**src/rtl/gather_pkg.sv**
```systemverilog
`timescale 1ns/1ps
package gather_pkg;
  typedef enum logic [1:0] {
    OPND_NONE = 2'd0,
    OPND_BYTE = 2'd1,
    OPND_WORD = 2'd2,
    OPND_FAR  = 2'd3
  } opnd_code_e;

  // normalized byte counts; far pointer is folded into 2 + 2
  typedef struct packed {
    logic [1:0] disp_n;
    logic [1:0] opnd_n;
    logic       sext;
  } gather_cfg_t;

  function automatic gather_cfg_t norm_cfg(input logic [1:0] disp_code,
                                           input logic [1:0] opnd_code,
                                           input logic       word_op,
                                           input logic       port_op);
    gather_cfg_t c;
    c.sext = word_op & ~port_op;
    if (opnd_code == OPND_FAR) begin
      c.disp_n = 2'd2;
      c.opnd_n = 2'd2;
    end else begin
      c.disp_n = (disp_code == 2'd0) ? 2'd0 : (disp_code == 2'd1) ? 2'd1 : 2'd2;
      c.opnd_n = opnd_code;
    end
    return c;
  endfunction
endpackage

```
**src/rtl/gather_ctrl.sv**
```systemverilog
`timescale 1ns/1ps
module gather_ctrl #(
  parameter int CNT_W = 3,
  parameter int IDX_W = 2
) (
  input  logic             clk_i,
  input  logic             rst_ni,
  input  logic             start_i,
  input  logic [CNT_W-1:0] total_i,
  input  logic             byte_valid_i,
  output logic             busy_o,
  output logic [IDX_W-1:0] slot_o,
  output logic [CNT_W-1:0] remaining_o,
  output logic             load_o,
  output logic             take_o,
  output logic             last_o,
  output logic             empty_o,
  output logic             done_o
);
  logic             busy_q, done_q;
  logic [CNT_W-1:0] need_q, cnt_q;

  assign load_o  = start_i & ~busy_q;
  assign empty_o = load_o & (total_i == '0);
  assign take_o  = busy_q & byte_valid_i;
  assign last_o  = take_o & (cnt_q == need_q - CNT_W'(1));

  always_ff @(posedge clk_i or negedge rst_ni) begin
    if (!rst_ni) begin
      busy_q <= 1'b0;
      done_q <= 1'b0;
      need_q <= '0;
      cnt_q  <= '0;
    end else if (load_o) begin
      busy_q <= ~empty_o;
      done_q <= empty_o;
      need_q <= total_i;
      cnt_q  <= '0;
    end else if (last_o) begin
      busy_q <= 1'b0;
      done_q <= 1'b1;
      cnt_q  <= '0;
    end else begin
      done_q <= 1'b0;
      if (take_o) cnt_q <= cnt_q + CNT_W'(1);
    end
  end

  assign busy_o      = busy_q;
  assign done_o      = done_q;
  assign slot_o      = cnt_q[IDX_W-1:0];
  assign remaining_o = busy_q ? (need_q - cnt_q) : '0;
endmodule

```
**src/rtl/gather_lanes.sv**
```systemverilog
`timescale 1ns/1ps
module gather_lanes #(
  parameter int BYTE_W = 8,
  parameter int LANES  = 4,
  parameter int IDX_W  = 2
) (
  input  logic                         clk_i,
  input  logic                         rst_ni,
  input  logic                         wr_i,
  input  logic [IDX_W-1:0]             slot_i,
  input  logic [BYTE_W-1:0]            byte_i,
  output logic [LANES-1:0][BYTE_W-1:0] view_o
);
  // view_o already contains the byte being written this cycle
  for (genvar g = 0; g < LANES; g++) begin : g_lane
    logic [BYTE_W-1:0] lane_q;
    logic              hit;
    assign hit = wr_i & (slot_i == IDX_W'(g));
    always_ff @(posedge clk_i or negedge rst_ni) begin
      if (!rst_ni)  lane_q <= '0;
      else if (hit) lane_q <= byte_i;
    end
    assign view_o[g] = hit ? byte_i : lane_q;
  end
endmodule

```
**src/rtl/gather_former.sv**
```systemverilog
`timescale 1ns/1ps
module gather_former
  import gather_pkg::*;
#(
  parameter int BYTE_W = 8,
  parameter int LANES  = 4,
  parameter int IDX_W  = 2,
  localparam int DATA_W = 2 * BYTE_W
) (
  input  logic [LANES-1:0][BYTE_W-1:0] lanes_i,
  input  gather_cfg_t                  cfg_i,
  output logic [DATA_W-1:0]            disp_o,
  output logic [DATA_W-1:0]            opnd_o
);
  logic [IDX_W-1:0]  lo_idx, hi_idx;
  logic [BYTE_W-1:0] op_lo, op_hi;

  assign lo_idx = IDX_W'(cfg_i.disp_n);
  assign hi_idx = lo_idx + IDX_W'(1);
  assign op_lo  = lanes_i[lo_idx];
  assign op_hi  = lanes_i[hi_idx];

  always_comb begin
    unique case (cfg_i.disp_n)
      2'd0:    disp_o = '0;
      2'd1:    disp_o = {{BYTE_W{lanes_i[0][BYTE_W-1]}}, lanes_i[0]};
      default: disp_o = {lanes_i[1], lanes_i[0]};
    endcase
  end

  always_comb begin
    unique case (cfg_i.opnd_n)
      2'd0:    opnd_o = '0;
      2'd1:    opnd_o = {{BYTE_W{cfg_i.sext & op_lo[BYTE_W-1]}}, op_lo};
      default: opnd_o = {op_hi, op_lo};
    endcase
  end
endmodule

```
**src/rtl/disp_imm_gather.sv**
```systemverilog
`timescale 1ns/1ps
module disp_imm_gather
  import gather_pkg::*;
#(
  parameter int BYTE_W = 8,
  parameter int LANES  = 4,
  localparam int DATA_W = 2 * BYTE_W,
  localparam int CNT_W  = $clog2(LANES + 1),
  localparam int IDX_W  = $clog2(LANES)
) (
  input  logic              clk_i,
  input  logic              rst_ni,
  input  logic              start_i,
  input  logic [1:0]        disp_len_i,
  input  logic [1:0]        opnd_len_i,
  input  logic              word_op_i,
  input  logic              port_io_i,
  input  logic              byte_valid_i,
  input  logic [BYTE_W-1:0] byte_i,
  output logic              busy_o,
  output logic [CNT_W-1:0]  remaining_o,
  output logic              done_o,
  output logic [DATA_W-1:0] disp_o,
  output logic [DATA_W-1:0] opnd_o
);
  gather_cfg_t              cfg_d, cfg_q;
  logic [CNT_W-1:0]         total;
  logic [IDX_W-1:0]         slot;
  logic                     load, take, last, empty;
  logic [LANES-1:0][BYTE_W-1:0] view;
  logic [DATA_W-1:0]        disp_d, opnd_d, disp_q, opnd_q;

  assign cfg_d = norm_cfg(disp_len_i, opnd_len_i, word_op_i, port_io_i);
  assign total = CNT_W'(cfg_d.disp_n) + CNT_W'(cfg_d.opnd_n);

  gather_ctrl #(.CNT_W(CNT_W), .IDX_W(IDX_W)) i_ctrl (
    .clk_i       (clk_i),
    .rst_ni      (rst_ni),
    .start_i     (start_i),
    .total_i     (total),
    .byte_valid_i(byte_valid_i),
    .busy_o      (busy_o),
    .slot_o      (slot),
    .remaining_o (remaining_o),
    .load_o      (load),
    .take_o      (take),
    .last_o      (last),
    .empty_o     (empty),
    .done_o      (done_o)
  );

  gather_lanes #(.BYTE_W(BYTE_W), .LANES(LANES), .IDX_W(IDX_W)) i_lanes (
    .clk_i (clk_i),
    .rst_ni(rst_ni),
    .wr_i  (take),
    .slot_i(slot),
    .byte_i(byte_i),
    .view_o(view)
  );

  gather_former #(.BYTE_W(BYTE_W), .LANES(LANES), .IDX_W(IDX_W)) i_former (
    .lanes_i(view),
    .cfg_i  (cfg_q),
    .disp_o (disp_d),
    .opnd_o (opnd_d)
  );

  always_ff @(posedge clk_i or negedge rst_ni) begin
    if (!rst_ni) begin
      cfg_q  <= '0;
      disp_q <= '0;
      opnd_q <= '0;
    end else begin
      if (load) cfg_q <= cfg_d;
      if (empty) begin
        disp_q <= '0;
        opnd_q <= '0;
      end else if (last) begin
        disp_q <= disp_d;
        opnd_q <= opnd_d;
      end
    end
  end

  assign disp_o = disp_q;
  assign opnd_o = opnd_q;
endmodule

```
**config.mk**
```make
export PLATFORM = sky130hd
export DESIGN_NAME = disp_imm_gather
export DESIGN_NICKNAME = d
export VERILOG_FILES = /design/src/rtl/gather_pkg.sv /design/src/rtl/gather_ctrl.sv /design/src/rtl/gather_lanes.sv /design/src/rtl/gather_former.sv /design/src/rtl/disp_imm_gather.sv
export SDC_FILE = /design/constraint.sdc
export NUM_CORES = 1
export LEC_CHECK = 0
export CORE_UTILIZATION = 39
export CTS_CLUSTER_SIZE = 12
export DETAILED_ROUTE_END_ITERATION = 8
export DONT_BUFFER_PORTS = 1
export REMOVE_ABC_BUFFERS = 1
export SYNTH_ARGS = -nofsm -noshare
export SYNTH_HDL_FRONTEND = slang
export SYNTH_SLANG_ARGS = --single-unit
```
**constraint.sdc**
```tcl
create_clock -name clk_i -period 2.1 [get_ports clk_i]
set_input_delay 0.21 -clock clk_i [delete_from_list [all_inputs] [get_ports clk_i]]
set_output_delay 0.21 -clock clk_i [all_outputs]
set_load 0.01 [all_outputs]
```
==> reports/results.txt, run 1 <==
vias = 3427
PwrDens = 1610 nW/um^2
Max Slew Vio Count = 0
core area = 10300 sq um
CP max stage delay = 0.43 ns
clk sinks = 77
H-tree depth = 3
initial antenna violation count = 0
clk_skew = 0.0127 ns
Slew @ Worst Pin = 0.458 ns
Post-synth EDFFs = 0
Mapped Cells = 410
hold_sp = byte_i[2]
final count of negative-setup-slack endpoints = 0
RSZ-0062 raised after global routing = true
I/O Buffers = 0
Hold Path Depth = 1
Worst Path Max Fanout = 4
sequential element share of the synthesized area = 46.7%
CTS root buf = clkbuf_8
Worst setup EP type = flop
Top delay family on crit path = simple AND/OR/NAND/NOR gates
fin util = 47.2%
I/O pins = 55
crit share post-route = 96.6%
status = completed
most common cell in the netlist = nand2_1
first-pass GRT wire length = 18600 um
CTS Buf Count = 9
First-pass DRT Iterations = 5
antenna cells = 0
CTS tree = yes
LEAKAGE = 2.18 nW
Startpoint Class = flop
final hold violation count = 0
routed len/inst = 20.2 um
vias in the first global route = 3473
GRT Util Overall = 22.3%
Main synth FF type = dfrtp_1
Max clock buf depth = 2
crit-path cells = ha_1 > and2b_1 > buf_4 > and4_4 > o21ai_0 > a32o_1 > a22o_1
synth warn = 0
Max Cap Viol = 0
Nets = 474
commonest cells in the synthesized netlist = nand2_1 (79), dfrtp_1 (77), mux2_2 (23), o211ai_1 (22), o22a_1 (21)
worst rel slew slack = 69.4%
layout cell share with drive strength beyond 1 = 20.0%
die extent in x = 105 um
area delta synth->final = 17.5%
vias per cell = 5.85
die height = 105 um
critical path buffer and inverter count = 1
Peak supply drop = 0.651 mV
DRT Wirelength = 11800 um
Critical R2R Capture = i_ctrl.cnt_q[2]
CP Depth = 7
Max Freq = 493 MHz
worst reg2reg path startpoint = i_ctrl.cnt_q[0]
largest net degree at the start of global routing = 78
clock latency on the worst-skew pair = 0.37 ns
Core Rows = 37
Synth top area share = 46.7%
Clock transition at path regs = 0.07 ns
DRT iter0 DRCs = 221
grt total ovfl = 0
CP arrival = 2.28 ns
async set-reset flop share out of synthesis = 100%
Avg Cell Area, Syn = 10.1 sq um
Design Power = 0.00782 W
Final WS setup = 0.0715 ns
area leader, netlist = dfrtp_1
initial core utilization = 40.1%
Synth cell types = 46
Syn Std Cell Area = 4130 sq um
Slowest-stage cell, CP = dfrtp_1
worst hold path class = input pin to flop
GP Congestion = 0.902
Synth area leaders = dfrtp_1 (47%), nand2_1 (7.2%), mux2_2 (6.3%)
DRC = 0
hpwl dp = 7930 um
Die ar. = 11000 sq um
Reg2Reg Depth = 7
worst hold path endpoint = i_lanes.g_lane[1].lane_q[2]
DP Worst Slack = -0.121 ns
Final Critical Period = 2.03 ns
CP required = 2.35 ns
flop2flop setup slack = 0.07 ns
post-synthesis register bit count = 77
CP Class = flop to flop
Routed Antenna Nets = 0
## how the worst max path moves through the flow
stage                     from              end  slack [ns]
3_5_place_dp     opnd_len_i[1]        opnd_o[7]       -0.12
4_1_cts        i_ctrl.cnt_q[0]        opnd_o[9]       0.003
2_1_floorplan         cfg_q[3]       opnd_o[10]       -0.36
5_1_grt        i_ctrl.cnt_q[0]        disp_o[0]       -0.02
6_report       i_ctrl.cnt_q[0]  i_ctrl.cnt_q[2]        0.07
3_3_place_gp     opnd_len_i[1]        opnd_o[7]       -0.02
## through the flow
| step | hold slack [ns] | instances | TNS (ns) | area (sq um) |
|---|---|---|---|---|
| after detailed placement | -0.0825 | 554 | -1.73 | 4420 |
| after global routing | 0.0105 | 586 | -0.0669 | 4850 |
| after CTS | 0.00415 | 583 | 0 | 4770 |
| final | 0.0202 | 586 | 0 | 4850 |
| after global placement | -0.0823 | 554 | -0.0504 | 4420 |
| after floorplan | -0.0856 | 389 | -6.09 | 4030 |
## worst register-to-register path: cells and delay by family (launching register included)
family,cells,cell delay (ns)
compound gates,3,0.51
fa+ha+maj,1,0.30
buf+inv,1,0.15
flops,1,0.43
simple gates,2,0.53
## routing by layer
layer,track usage [%],vias to the layer above,share of wire [%]
li1,-,1576,-
met1,28.9,1673,43
met2,34.0,146,45
met3,7.67,32,8.5
met4,9.66,0,2.7
met5,0,-,0
## layout by cell type, fill, tap and decap left out, types with 9 or more instances in the layout
master,n
a21oi_1,19
buf_4,31
clkbuf_8,9
nand2b_1,11
dfrtp_1,76
o211ai_1,22
mux2_2,23
nand2_1,77
inv_1,9
a21o_1,10
dlygate4sd3_1,12
nand3_1,13
o22a_1,21
## repair_timing
action | 4_1_cts | 5_1_grt
hold buffers | 13 | 0
setup endpoints to repair | 17 | 29
setup buffers | 0 | 2
pin swaps | 1 | 3
cloned | 0 | 1
gates resized for setup | 2 | 12
hold endpoints to repair | 104 | 0
## state kept, by name, summed over array words and instances, names as in the netlist
signal,count
cfg_q,5
disp_o,16
i_ctrl.busy_o,1
i_ctrl.cnt_q,3
i_ctrl.done_o,1
i_ctrl.need_q,3
i_lanes.g_lane.lane_q,32
opnd_o,16
## where the power goes
| part | leakage (nW) | switching [W] | total, W | internal [W] |
|---|---|---|---|---|
| Clock | 0.0923 | 0.000572 | 0.00112 | 0.000547 |
| Combinational | 1.10 | 0.00214 | 0.00396 | 0.00183 |
| Sequential | 0.985 | 0.000647 | 0.00273 | 0.00209 |
## kinds of logic after synthesis
| group | share of synthesized area [%] |
|---|---|
| buffers and inverters | 3.12 |
| adders and majority gates | 3.70 |
| DFF | 46.7 |
| xor gates and xnor gates | 1.18 |
| muxes | 7.25 |
| and+or+nand+nor | 17.7 |
| AOI/OAI and AO/OA | 20.4 |
## final cells by class
| cell class | count | area, sq um |
|---|---|---|
| clock buffers | 10 | 128 |
| clock inverters | 6 | 63.8 |
| fillers | 1009 | 5430 |
| inverters | 9 | 33.8 |
| multi-input cells | 304 | 2140 |
| flip-flops and latches | 77 | 1930 |
| well taps | 136 | 170 |
| repair buffers | 44 | 380 |
(Power assumes the default switching activity.)
==> inputs of run 2 (changes only) <==
--- a/config.mk
+++ b/config.mk
@@ -10,6 +10,8 @@
 export DETAILED_ROUTE_END_ITERATION = 8
 export DONT_BUFFER_PORTS = 1
 export REMOVE_ABC_BUFFERS = 1
+export SETUP_SLACK_MARGIN = 0.3
+export SLEW_MARGIN = 15
 export SYNTH_ARGS = -nofsm -noshare
 export SYNTH_HDL_FRONTEND = slang
 export SYNTH_SLANG_ARGS = --single-unit
==> constraint.sdc (replaced) <==
create_clock -name clk_i -period 1.9 [get_ports clk_i]
set_input_delay 0.19 -clock clk_i [delete_from_list [all_inputs] [get_ports clk_i]]
set_output_delay 0.19 -clock clk_i [all_outputs]
set_load 0.01 [all_outputs]
==> reports/results.txt, run 2 (synthesis gave the netlist of run 1 again) <==
Final Critical Period = 1.90 ns (was 2.03 ns)
layout cell share with drive strength beyond 1 = 35.4% (was 20.0%)
initial core utilization = 40.1% (unchanged)
CP required = 2.17 ns (was 2.35 ns)
GP Congestion = 0.888 (was 0.902)
CTS root buf = clkbuf_8 (unchanged)
First-pass DRT Iterations = 4 (was 5)
CTS tree = yes (unchanged)
final count of negative-setup-slack endpoints = 0 (unchanged)
vias per cell = 5.82 (was 5.85)
core area = 10300 sq um (unchanged)
largest net degree at the start of global routing = 78 (unchanged)
vias in the first global route = 3540 (was 3473)
clk sinks = 77 (unchanged)
die height = 105 um (unchanged)
failing checks = negative hold slack
CTS Buf Count = 9 (unchanged)
worst hold path class = input pin to async pin (was input pin to flop)
Core Rows = 37 (unchanged)
Startpoint Class = flop (unchanged)
PwrDens = 1820 nW/um^2 (was 1610 nW/um^2)
Max Freq = 527 MHz (was 493 MHz)
final hold violation count = 77 (was 0)
worst reg2reg path startpoint = i_ctrl.need_q[0] (was i_ctrl.cnt_q[0])
hpwl dp = 8090 um (was 7930 um)
LEAKAGE = 2.41 nW (was 2.18 nW)
Fill cells = 921 (was 1009)
commonest non-fill, non-tap cell in the layout = dfrtp_1 (was nand2_1)
area delta synth->final = 32.0% (was 17.5%)
max reg flops = 32 (unchanged)
flop2flop setup slack = 0.002 ns (was 0.07 ns)
CP Class = flop to flop (unchanged)
Top reg by flops = i_lanes.g_lane.lane_q (unchanged)
Worst setup EP type = flop (unchanged)
first-pass GRT wire length = 19500 um (was 18600 um)
Routed Antenna Nets = 0 (unchanged)
Design Power = 0.00989 W (was 0.00782 W)
commonest cells after routing, fill and taps aside = dfrtp_1 (75), nand2_1 (72), buf_4 (47), mux2_2 (23), o211ai_1 (22) (was nand2_1 (77), dfrtp_1 (76), buf_4 (31), mux2_2 (23), o211ai_1 (22))
I/O Buffers = 0 (unchanged)
clk_skew = 0.00823 ns (was 0.0127 ns)
vias = 3584 (was 3427)
Max Slew Vio Count = 0 (unchanged)
Max clock buf depth = 2 (unchanged)
placed inst area = 4560 sq um (was 4420 sq um)
hold_ws = -0.491 ns (was 0.0202 ns)
Nets = 504 (was 474)
cts hold-fix bufs = 13 (unchanged)
Slew @ Worst Pin = 0.469 ns (was 0.458 ns)
Critical R2R Capture = disp_o[14] (was i_ctrl.cnt_q[2])
DRC = 0 (unchanged)
die extent in x = 105 um (unchanged)
Die ar. = 11000 sq um (unchanged)
GRT Util Overall = 23.3% (was 22.3%)
worst rel slew slack = 68.6% (was 69.4%)
DRT Wirelength = 12400 um (was 11800 um)
Worst Path Max Fanout = 8 (was 4)
crit share post-route = 99.9% (was 96.6%)
fin area = 5450 sq um (was 4850 sq um)
initial antenna violation count = 0 (unchanged)
clock latency on the worst-skew pair = 0.37 ns (about the same)
routed len/inst = 20.1 um (was 20.2 um)
CP arrival = 2.16 ns (was 2.28 ns)
DRT iter0 DRCs = 241 (was 221)
H-tree depth = 3 (unchanged)
Max Cap Viol = 0 (unchanged)
antenna cells = 0 (unchanged)
status = finished with violations (was completed)
final setup TNS = 0 ns (unchanged)
Peak supply drop = 0.933 mV (was 0.651 mV)
I/O pins = 55 (unchanged)
RSZ-0062 raised after global routing = true (unchanged)
Reg2Reg Depth = 9 (was 7)
grt total ovfl = 0 (unchanged)
Clock transition at path regs = 0.08 ns (was 0.07 ns)
==> run 2: cell types whose count changed in the layout (fill, tap and decap cells not counted), moves of 4 or more <==
cell	before	now
o31ai_1	7	0
ha_4	0	5
o31ai_2	0	7
ha_1	8	2
a21oi_1	19	14
inv_2	0	6
nand2_4	0	4
buf_6	0	9
nand2_1	77	72
a21oi_2	0	5
buf_4	31	47
inv_1	9	3
==> run 2: metrics by stage <==
stage / utilization (%) / cells / worst slack, ns
after floorplan: - / 389 / -0.565
after global routing: 53.0 / 616 / -0.0793
after global placement: 44.4 / 571 / -0.203
after detailed placement: 44.4 / 571 / -0.310
final: 53.0 / 616 / 0.00246
after CTS: 50.6 / 609 / -0.00997
==> run 2: report_power, final <==
part	total, W	leakage [nW]	switching, W	internal [W]
clock	0.00127	0.0878	0.000631	0.000642
combinational	0.00556	1.34	0.00275	0.00280
sequential	0.00306	0.984	0.000754	0.00231
total	0.00989	2.41	0.00414	0.00576
==> run 2: how the worst max path moves through the flow <==
stage	from	to	slack [ns]	depth (start not counted)
after floorplan	cfg_q[3]	opnd_o[10]	-0.56	6
after global placement	opnd_len_i[1]	opnd_o[7]	-0.20	8
after detailed placement	opnd_len_i[1]	opnd_o[7]	-0.31	8
after CTS	i_ctrl.cnt_q[0]	remaining_o[0]	-0.01	5
after global routing	i_ctrl.need_q[0]	opnd_o[4]	-0.08	9
final	i_ctrl.need_q[0]	disp_o[14]	0.002	9
==> run 2: timing repair <==
| action | CTS | global route |
|---|---|---|
| endpoints found under the hold margin | 114 | 77 |
| buffers inserted | 7 | 7 |
| gates resized for setup | 50 | 47 |
| endpoints found under the setup margin | 39 | 61 |
| gates cloned | 2 | 0 |
| pin swaps | 28 | 30 |
==> run 2: final cells by class <==
type                    instances  area (sq um)  area share (%)
multi-input cells             304          2440            44.8
repair buffers                 74           669            12.3
clock buffers                  11           141            2.60
inverters                       9          33.8           0.620
well taps                     136           170            3.12
flip-flops and latches         77          1930            35.4
clock inverters                 5          60.1            1.10
==> run 2: metal layers <==
layer	global-route usage, %	wire (um)	up-vias
met1	29.9	5270	1782
met5	0	0	-
met2	36.7	5830	139
li1	-	-	1639
met3	6.55	975	24
met4	10.1	325	0
==> run 2: critical path, stage by stage, from the launching register on <==
cell and delay [ns]:
dfrtp_1 0.39, inv_2 0.11, ha_4 0.20, and2b_2 0.24, buf_4 0.12, and4_4 0.26, buf_6 0.13, nor2_4 0.04
buf_6 0.14, a21o_1 0.17
